==> config.mk <==
export PLATFORM = sky130hd
export DESIGN_NAME = slot_ring_queue
export DESIGN_NICKNAME = d
export VERILOG_FILES = /design/src/rtl/slot_ring_queue.sv
export SDC_FILE = /design/constraint.sdc
export NUM_CORES = 1
export LEC_CHECK = 0
export ABC_AREA = 1
export ABC_CLOCK_PERIOD_IN_PS = 5260
export CELL_PAD_IN_SITES_DETAIL_PLACEMENT = 1
export CELL_PAD_IN_SITES_GLOBAL_PLACEMENT = 2
export CORE_UTILIZATION = 35
export CTS_CLUSTER_SIZE = 30
export DETAILED_ROUTE_END_ITERATION = 16
export PLACE_DENSITY = 0.83
export SYNTH_ARGS = -nofsm -noshare
export SYNTH_HDL_FRONTEND = slang
export SYNTH_SLANG_ARGS = --single-unit
==> constraint.sdc <==
create_clock -name clk -period 5.26 [get_ports clk]
set_clock_uncertainty 0.1 [all_clocks]
set_input_delay 0.789 -clock clk [delete_from_list [all_inputs] [get_ports clk]]
set_output_delay 0.789 -clock clk [all_outputs]
set_load 0.03 [all_outputs]
==> src/rtl/slot_ring_queue.sv <==
module slot_ring_queue #(
  parameter int WIDTH = 8,
  parameter int DEPTH = 8
) (
  input  logic             clk,
  input  logic             rst_n,
  input  logic             enq_valid,
  input  logic [WIDTH-1:0] enq_data,
  output logic             enq_full,
  input  logic             deq_req,
  output logic [WIDTH-1:0] deq_data,
  output logic             deq_empty
);
  localparam int AW = (DEPTH > 1) ? $clog2(DEPTH) : 1;
  localparam logic [AW-1:0] LAST = AW'(DEPTH - 1);

  logic [WIDTH-1:0] store [DEPTH];
  logic [AW-1:0]    head_q, tail_q;
  logic [AW-1:0]    head_nx, tail_nx;
  logic             take_in, take_out;

  assign head_nx = (head_q == LAST) ? '0 : head_q + AW'(1);
  assign tail_nx = (tail_q == LAST) ? '0 : tail_q + AW'(1);

  assign deq_empty = (head_q == tail_q);
  assign enq_full  = (tail_nx == head_q);
  assign take_in   = enq_valid && !enq_full;
  assign take_out  = deq_req && !deq_empty;
  assign deq_data  = store[head_q];

  always_ff @(posedge clk) begin
    if (take_in) store[tail_q] <= enq_data;
  end

  always_ff @(posedge clk) begin
    if (!rst_n) begin
      tail_q <= '0;
    end else if (take_in) begin
      tail_q <= tail_nx;
    end
  end

  always_ff @(posedge clk) begin
    if (!rst_n) begin
      head_q <= '0;
    end else if (take_out) begin
      head_q <= head_nx;
    end
  end
endmodule

# After elaboration in Yosys (flattened, before gate mapping)

Memory sizes are Yosys's and may differ from the RTL's. A register that Yosys moved wholly into a read port is not among the register bits.
Index checks and enable logic that the tools add are counted.

Register bits: 6
Memory bits (writable): 64
Input port bits: 12
Output and inout port bits: 10
Word-level logic and storage cells: 19
Memories kept: 1

Memory list:

| memory | words | width | read ports | clocked after memory_dff | wr ports | line | source |
|---|---|---|---|---|---|---|---|
| store  | 8     | 8     | 1          | 1                        | 1        | 17   | `logic [WIDTH-1:0] store [DEPTH];` |

Add/subtract/negate cells: 2
Equality and inequality tests: 4
Multiplexer cells: 6
Reductions and logical operators: 4

Operators with widths:

| kind                                                          | number |
|---|---|
| 3-bit 2-to-1 mux                                              | 4 |
| 3-bit by 1-bit adder with 3-bit output, second input constant | 2 |
| 3-bit == test                                                 | 2 |
| 3-bit == test, second input constant                          | 2 |
| 1-bit logical AND                                             | 2 |
| 1-bit zero test                                               | 2 |
| 1-bit 2-to-1 mux                                              | 2 |

# Longest topological paths before layout

Gate-level depths: netlist (run 1).

Depth after elaboration: 7
Depth in mapped cells: 11
Gate-level depth less buffers: 11

# Worst setup path before layout (run 1)

Ideal clock, no wire load.

Kind: reg2out
From: register tail_q[0]
To: output enq_full
Arrival: 1.394 ns
Required time: 4.371 ns
Slack: 2.977 ns
Stages on the path, launching flop included: 9
Cells stage by stage: dfxtp_1 > ha_1 > ha_1 > inv_1 > nand2_1 > nand2_1 > nor2_1 > nand2_2 > inv_1

Word-level cells in the longest chain between the ends: 3
Elaborated cells on any way between the ends: 4
Those cells by class: add/sub: 1; eq/ne: 2; mux: 1

RTL lines:

| element                                                                 | line | source |
|---|---|---|
| from (decl)                                                             | 18   | `logic [AW-1:0] head_q, tail_q;` |
| from (signal assigned)                                                  | 39   | `tail_q <= tail_nx;` |
| 3-bit by 1-bit adder with 3-bit output or 3-bit == test (tied branches) | 23   | `assign tail_nx = (tail_q == LAST) ? '0 : tail_q + AW'(1);` |
| 3-bit 2-to-1 mux (*)                                                    | 23   |  |
| net tail_nx[2]                                                          | 19   | `logic [AW-1:0] head_nx, tail_nx;` |
| 3-bit == test (*)                                                       | 26   | `assign enq_full = (tail_nx == head_q);` |
| to (decl)                                                               | 9    | `output logic enq_full,` |

The timed path passes the listed nets; every way through them passes the cells marked *.

==> flow_metrics.env, run 1 <==
export IMPL_syn_cell_area_um2=3030
export IMPL_synth_nets=298
export IMPL_fp_row_count=33
export IMPL_gp_congestion=0.681
export IMPL_cts_sinks=73
export IMPL_criticalPathCategory="register to primary output"
export IMPL_grt_pass1_wl_mm=10.2
export IMPL_grt_pass1_vias=1995
export IMPL_ant_nets=0
export IMPL_cts_buffers=9
export IMPL_drive_above_1_share_pct=7.42
export IMPL_drt_first_pass_iters=4
export IMPL_tns_ps=0
export IMPL_hold_viol=0
export IMPL_drc_errors=0
export IMPL_cts_resized=0
export IMPL_cts_max_level=3
export IMPL_drv_cap=0
export IMPL_grt_start_max_net_pins=33
export IMPL_layout_common_cells="nor2_1, edfxtp_1, nand2_1"
export IMPL_max_freq_mhz=285
export IMPL_min_path_type="register to register"
export IMPL_dp_hpwl_mm=4.11
export IMPL_path_clk_slew_ps=70
export IMPL_register_area_um2=2100
export IMPL_p_leak_nw=1.28
export IMPL_nets=321
export IMPL_vias=2026
export IMPL_cts_tree="done"
export IMPL_status="completed"
export IMPL_layout_commonest_cell="nor2_1"
export IMPL_powerDensity_nw_per_um2=474
export IMPL_area_growth_pct=16.0
export IMPL_overflow=0
export IMPL_worst_pin_slew_ps=1060
export IMPL_crit_path_max_fanout=32
export IMPL_grt_setup_unrepaired="no"
export IMPL_end_kind="primary output"
export IMPL_post_route_min_period_ps=3510
export IMPL_irDropWorstVdd_mv=0.143
export IMPL_yosysWarnings=0
export IMPL_clk_path_buf_depth=2
export IMPL_diodes=0
export IMPL_setup_viol=0
export IMPL_cp_start_kind="register"
export IMPL_antenna_found_initial=0
export IMPL_die_h_um=95.1
export IMPL_clkLatencyLatePin_ps=340
export IMPL_seq_area_frac_synth_pct=69.3
export IMPL_wl_per_cell_um=15.4
export IMPL_syn_avg_cell_area_um2=10.8
export IMPL_relSlewSlack_pct=29.4
export IMPL_io_pins=22
export IMPL_hold_buffers=0
export IMPL_die_area_um2=9040
export IMPL_ys_types=19
export IMPL_multi_input_area_um2=830
export IMPL_fillers=937
export IMPL_io_buffers=21
export IMPL_arrival_ps=2620
export IMPL_vias_per_cell=4.88
export IMPL_cts_root_buf="clkbuf_8"
export IMPL_crit_required_ps=4370
export IMPL_postCtsSetupBuffers=0
export IMPL_synth_seq_cells=73
export IMPL_drt_total_wl_mm=6.39
export IMPL_initial_utilization_pct=36.6
export IMPL_dr_first_iter_drc_count=67
export IMPL_timing_final_crit_share_pct=66.8
export IMPL_core_um2=8300
export IMPL_finalPower_mw=1.67
export IMPL_drv_slew=0
export IMPL_grt_usage_pct=15.9
export IMPL_syn_inst=282
export IMPL_die_w_um=95.1
==> registers in the layout (all words and copies together) (netlist names), named ones only <==
name,flops
tail_q,3
store,64
head_q,3
==> where the power goes <==
group | internal (mW) | switching, mW
Sequential | 0.687 | 0.0611
Combinational | 0.187 | 0.319
Clock | 0.216 | 0.198
Total | 1.09 | 0.577
==> per-layer routing <==
metal	share of wire, %	up-vias	GRT usage [%]
met2	51	25	27.5
met3	2.6	8	3.11
met1	45	987	19.6
met5	0	-	0
li1	-	1006	-
met4	1.4	0	6.06
==> path summary, 6_finish.rpt <==
kind / from / end / slack (ps) / cells past startpoint
max: register / deq_data[3] / 1750 / 5
max reg2reg: tail_q[1]$_SDFFE_PN0P_ / store[3][1]$_DFFE_PP_ / 2540 / 11
min reg2reg: head_q[2]$_SDFFE_PN0P_ / head_q[2]$_SDFFE_PN0P_ / 470 / 2
min: head_q[2]$_SDFFE_PN0P_ / head_q[2]$_SDFFE_PN0P_ / 470 / 2
==> Yosys cell counts <==
library cell  number  area [µm²]
buf_4              1        7.51
o21ai_1           14        70.1
o21ai_0           35         175
nand3_1            2        10.0
buf_2              7        35.0
nand3_2            1        10.0
xnor2_1            1        8.76
dfxtp_1            9         180
nand3b_1           2        15.0
clkbuf_1           2        7.51
nor2_1            69         259
a21oi_1            2        10.0
nand2_2            3        18.8
edfxtp_1          64        1920
nand2_1           51         191
ha_1               4        50.1
inv_1             11        41.3
inv_2              3        11.3
nand2_4            1        11.3
==> through the flow <==
step	hold slack (ps)	instances	setup WS, ps	instance area (µm²)	util, %
after detailed placement	470	399	2070	3330	40.2
after floorplan	416	282	2980	3030	-
after CTS	483	415	1700	3520	42.4
after global placement	465	399	2150	3330	40.2
final	473	415	1750	3520	42.4
after global routing	539	415	1450	3520	42.4
==> kinds of logic (layout without fill, tap and decap cells) <==
logic type / count (synthesis) / after routing / share of synthesized area, %
simple gates: 129 / 129 / 17.0
flops: 73 / 73 / 69.3
compound gates: 51 / 51 / 8.41
buf+inv: 24 / 52 / 3.38
fa+ha+maj: 4 / 4 / 1.65
xor+xnor: 1 / 1 / 0.289
==> worst max-delay path, cell delays in order, from the launching register on <==
cell,delay [ps]
dfxtp_1,1020
o21ai_0,260
o21ai_1,210
nand2_1,70
nand2_1,70
clkdlybuf4s50_1,660
==> area by class of cell <==
class / instances / area share (%)
sequential: 73 / 59.7
clock buffer: 10 / 3.63
inverter: 14 / 1.49
timing repair buffer: 22 / 6.19
multi-input combinational: 185 / 23.6
clock inverter: 6 / 1.67
tap: 105 / 3.73
No activity file was read; power rests on OpenSTA's default activity.
==> run 2: changes to the inputs <==
--- a/config.mk
+++ b/config.mk
@@ -6,7 +6,7 @@
 export NUM_CORES = 1
 export LEC_CHECK = 0
 export ABC_AREA = 1
-export ABC_CLOCK_PERIOD_IN_PS = 5260
+export ABC_CLOCK_PERIOD_IN_PS = 3300
 export CELL_PAD_IN_SITES_DETAIL_PLACEMENT = 1
 export CELL_PAD_IN_SITES_GLOBAL_PLACEMENT = 2
 export CORE_UTILIZATION = 35
==> constraint.sdc (replaced) <==
create_clock -name clk -period 3.3 [get_ports clk]
set_clock_uncertainty 0.1 [all_clocks]
set_input_delay 0.495 -clock clk [delete_from_list [all_inputs] [get_ports clk]]
set_output_delay 0.495 -clock clk [all_outputs]
set_load 0.03 [all_outputs]
==> run 2 against run 1 <==
  * Critical path depth up 1
  * Setup slack worse by 1500 ps
  * Non-clock buffer count up 12
  * Sequential share of layout area down 2.3 points
  * Wire length up 6.2%
  * Clock-buffer cell count up 1
  * Combinational power up 75%
  * Register-to-register slack worse by 1700 ps
==> flow_metrics.env, run 2 (same netlist as run 1, synthesis figures left out) <==
export IMPL_cp_start_kind="register"
export IMPL_powerDensity_nw_per_um2=783
export IMPL_die_area_um2=9040
export IMPL_ant_nets=0
export IMPL_min_path_type="register to register"
export IMPL_gp_congestion=0.718
export IMPL_largest_register="store"
export IMPL_wl_met1_mm=3.09
export IMPL_irDropWorstVdd_mv=0.250
export IMPL_wl_met2_mm=3.31
export IMPL_p_seq_share_pct=40.3
export IMPL_initial_utilization_pct=36.6
export IMPL_clkLatencyLatePin_ps=340
export IMPL_placed_area_um2=3420
export IMPL_hold_viol=0
export IMPL_timing_final_crit_share_pct=91.6
export IMPL_path_clk_slew_ps=80
export IMPL_post_route_min_period_ps=3020
export IMPL_dp_hpwl_mm=4.52
export IMPL_cts_resized=0
export IMPL_p_leak_nw=1.38
export IMPL_dr_first_iter_drc_count=126
export IMPL_nets=333
export IMPL_finalPower_mw=2.86
export IMPL_hold_buffers=0
export IMPL_fin_util_pct=44.1
export IMPL_layout_common_cells="nor2_1, edfxtp_1, nand2_1"
export IMPL_status="completed"
export IMPL_clk_path_buf_depth=2
export IMPL_grt_setup_unrepaired="no"
export IMPL_drv_cap=0
export IMPL_cts_tree="done"
export IMPL_p_switching_uw=944
export IMPL_grt_pass1_vias=2118
export IMPL_cts_buffers=9
export IMPL_crit_path_max_fanout=32
export IMPL_crit_required_ps=2700
export IMPL_io_buffers=21
export IMPL_criticalPathCategory="register to primary output"
export IMPL_layout_commonest_cell="nor2_1"
export IMPL_largest_register_ffs=64
export IMPL_die_w_um=95.1
export IMPL_diodes=0
export IMPL_pwr_share_comb_pct=31.0
export IMPL_fin_area_um2=3660
export IMPL_routed_top_layer="met4"
export IMPL_swShare_pct=33.0
export IMPL_io_pins=22
export IMPL_area_growth_pct=20.6
export IMPL_wl_per_cell_um=15.9
export IMPL_antenna_found_initial=0
export IMPL_drt_total_wl_mm=6.79
export IMPL_p_int_mw=1.92
export IMPL_drive_above_1_share_pct=10.9
export IMPL_grt_start_max_net_pins=33
export IMPL_overflow=0
export IMPL_drc_errors=0
export IMPL_fp_row_count=33
export IMPL_grt_pass1_wl_mm=10.9
export IMPL_core_um2=8300
export IMPL_cts_root_buf="clkbuf_8"
export IMPL_drt_first_pass_iters=5
export IMPL_worst_pin_slew_ps=540
export IMPL_vias=2049
export IMPL_drv_slew=0
export IMPL_postCtsSetupBuffers=0
export IMPL_arrival_ps=2430
export IMPL_cts_max_level=3
export IMPL_relSlewSlack_pct=64.0
export IMPL_wl_met3_um=288
export IMPL_p_clk_share_pct=28.8
export IMPL_end_kind="primary output"
export IMPL_max_freq_mhz=331
export IMPL_vias_per_cell=4.80
export IMPL_reg_top3="store x64, head_q x3, tail_q x3"
export IMPL_tns_ps=0
export IMPL_die_h_um=95.1
export IMPL_grt_usage_pct=16.9
export IMPL_cts_sinks=73
export IMPL_setup_viol=0
run 2: cell count changes in the layout (fill, tap and decap cells not counted), sizes merged:
cell      delta
buf         +12
bufinv       +2
clkinvlp     -2
clkbuf       +1
clkinv       -1
run 2: critical path, stage by stage, from the launching register on:
cell and delay, ps:
dfxtp_1 610, inv_2 360, o21ai_0 270, o21ai_0 120
nand2_1 70, nand2_1 60, clkdlybuf4s50_1 590
run 2: cell type report:
| class | instances | area [µm²] |
|---|---|---|
| multi-input cells | 185 | 830 |
| repair buffers | 34 | 308 |
| well taps | 105 | 131 |
| flip-flops and latches | 73 | 2100 |
| clock buffers | 11 | 131 |
| inverters | 14 | 52.6 |
| fillers | 909 | 4640 |
| clock inverters | 5 | 104 |
run 2: metal layers:
layer  vias to the layer above  global-route usage [%]
li1                       1024                       -
met2                        40                    27.9
met5                         -                       0
met3                         8                    3.59
met1                       977                    21.6
met4                         0                    6.82
run 2: path summary, 6_finish.rpt:
path                                        startpoint  depth (start not counted)                     to  slack [ps]
worst max-delay path                          register                          6            deq_data[0]         280
worst min-delay path            head_q[2]$_SDFFE_PN0P_                          2               register         480
worst max register to register  tail_q[1]$_SDFFE_PN0P_                         12  store[6][0]$_DFFE_PP_         810
worst min register to register  head_q[2]$_SDFFE_PN0P_                          2               register         480
run 2: per-stage QoR:
step | setup slack [ps] | hold slack [ps] | cells
final | 279 | 483 | 427
after global routing | 52.5 | 524 | 427
after CTS | 239 | 490 | 427
after detailed placement | 630 | 477 | 411
after global placement | 710 | 477 | 411
after floorplan | 1130 | 416 | 282
run 2: power by group through the flow:
| stage | registers, mW | logic, mW | clock network, mW |
|---|---|---|---|
| 6_report | 1.15 | 0.887 | 0.824 |
| 5_1_grt | 1.17 | 0.991 | 0.870 |
| 4_1_cts | 1.16 | 0.903 | 0.841 |
| 3_5_place_dp | 1.17 | 0.897 | 0 |
| 3_3_place_gp | 1.17 | 0.874 | 0 |
| 2_1_floorplan | 1.15 | 0.590 | 0 |
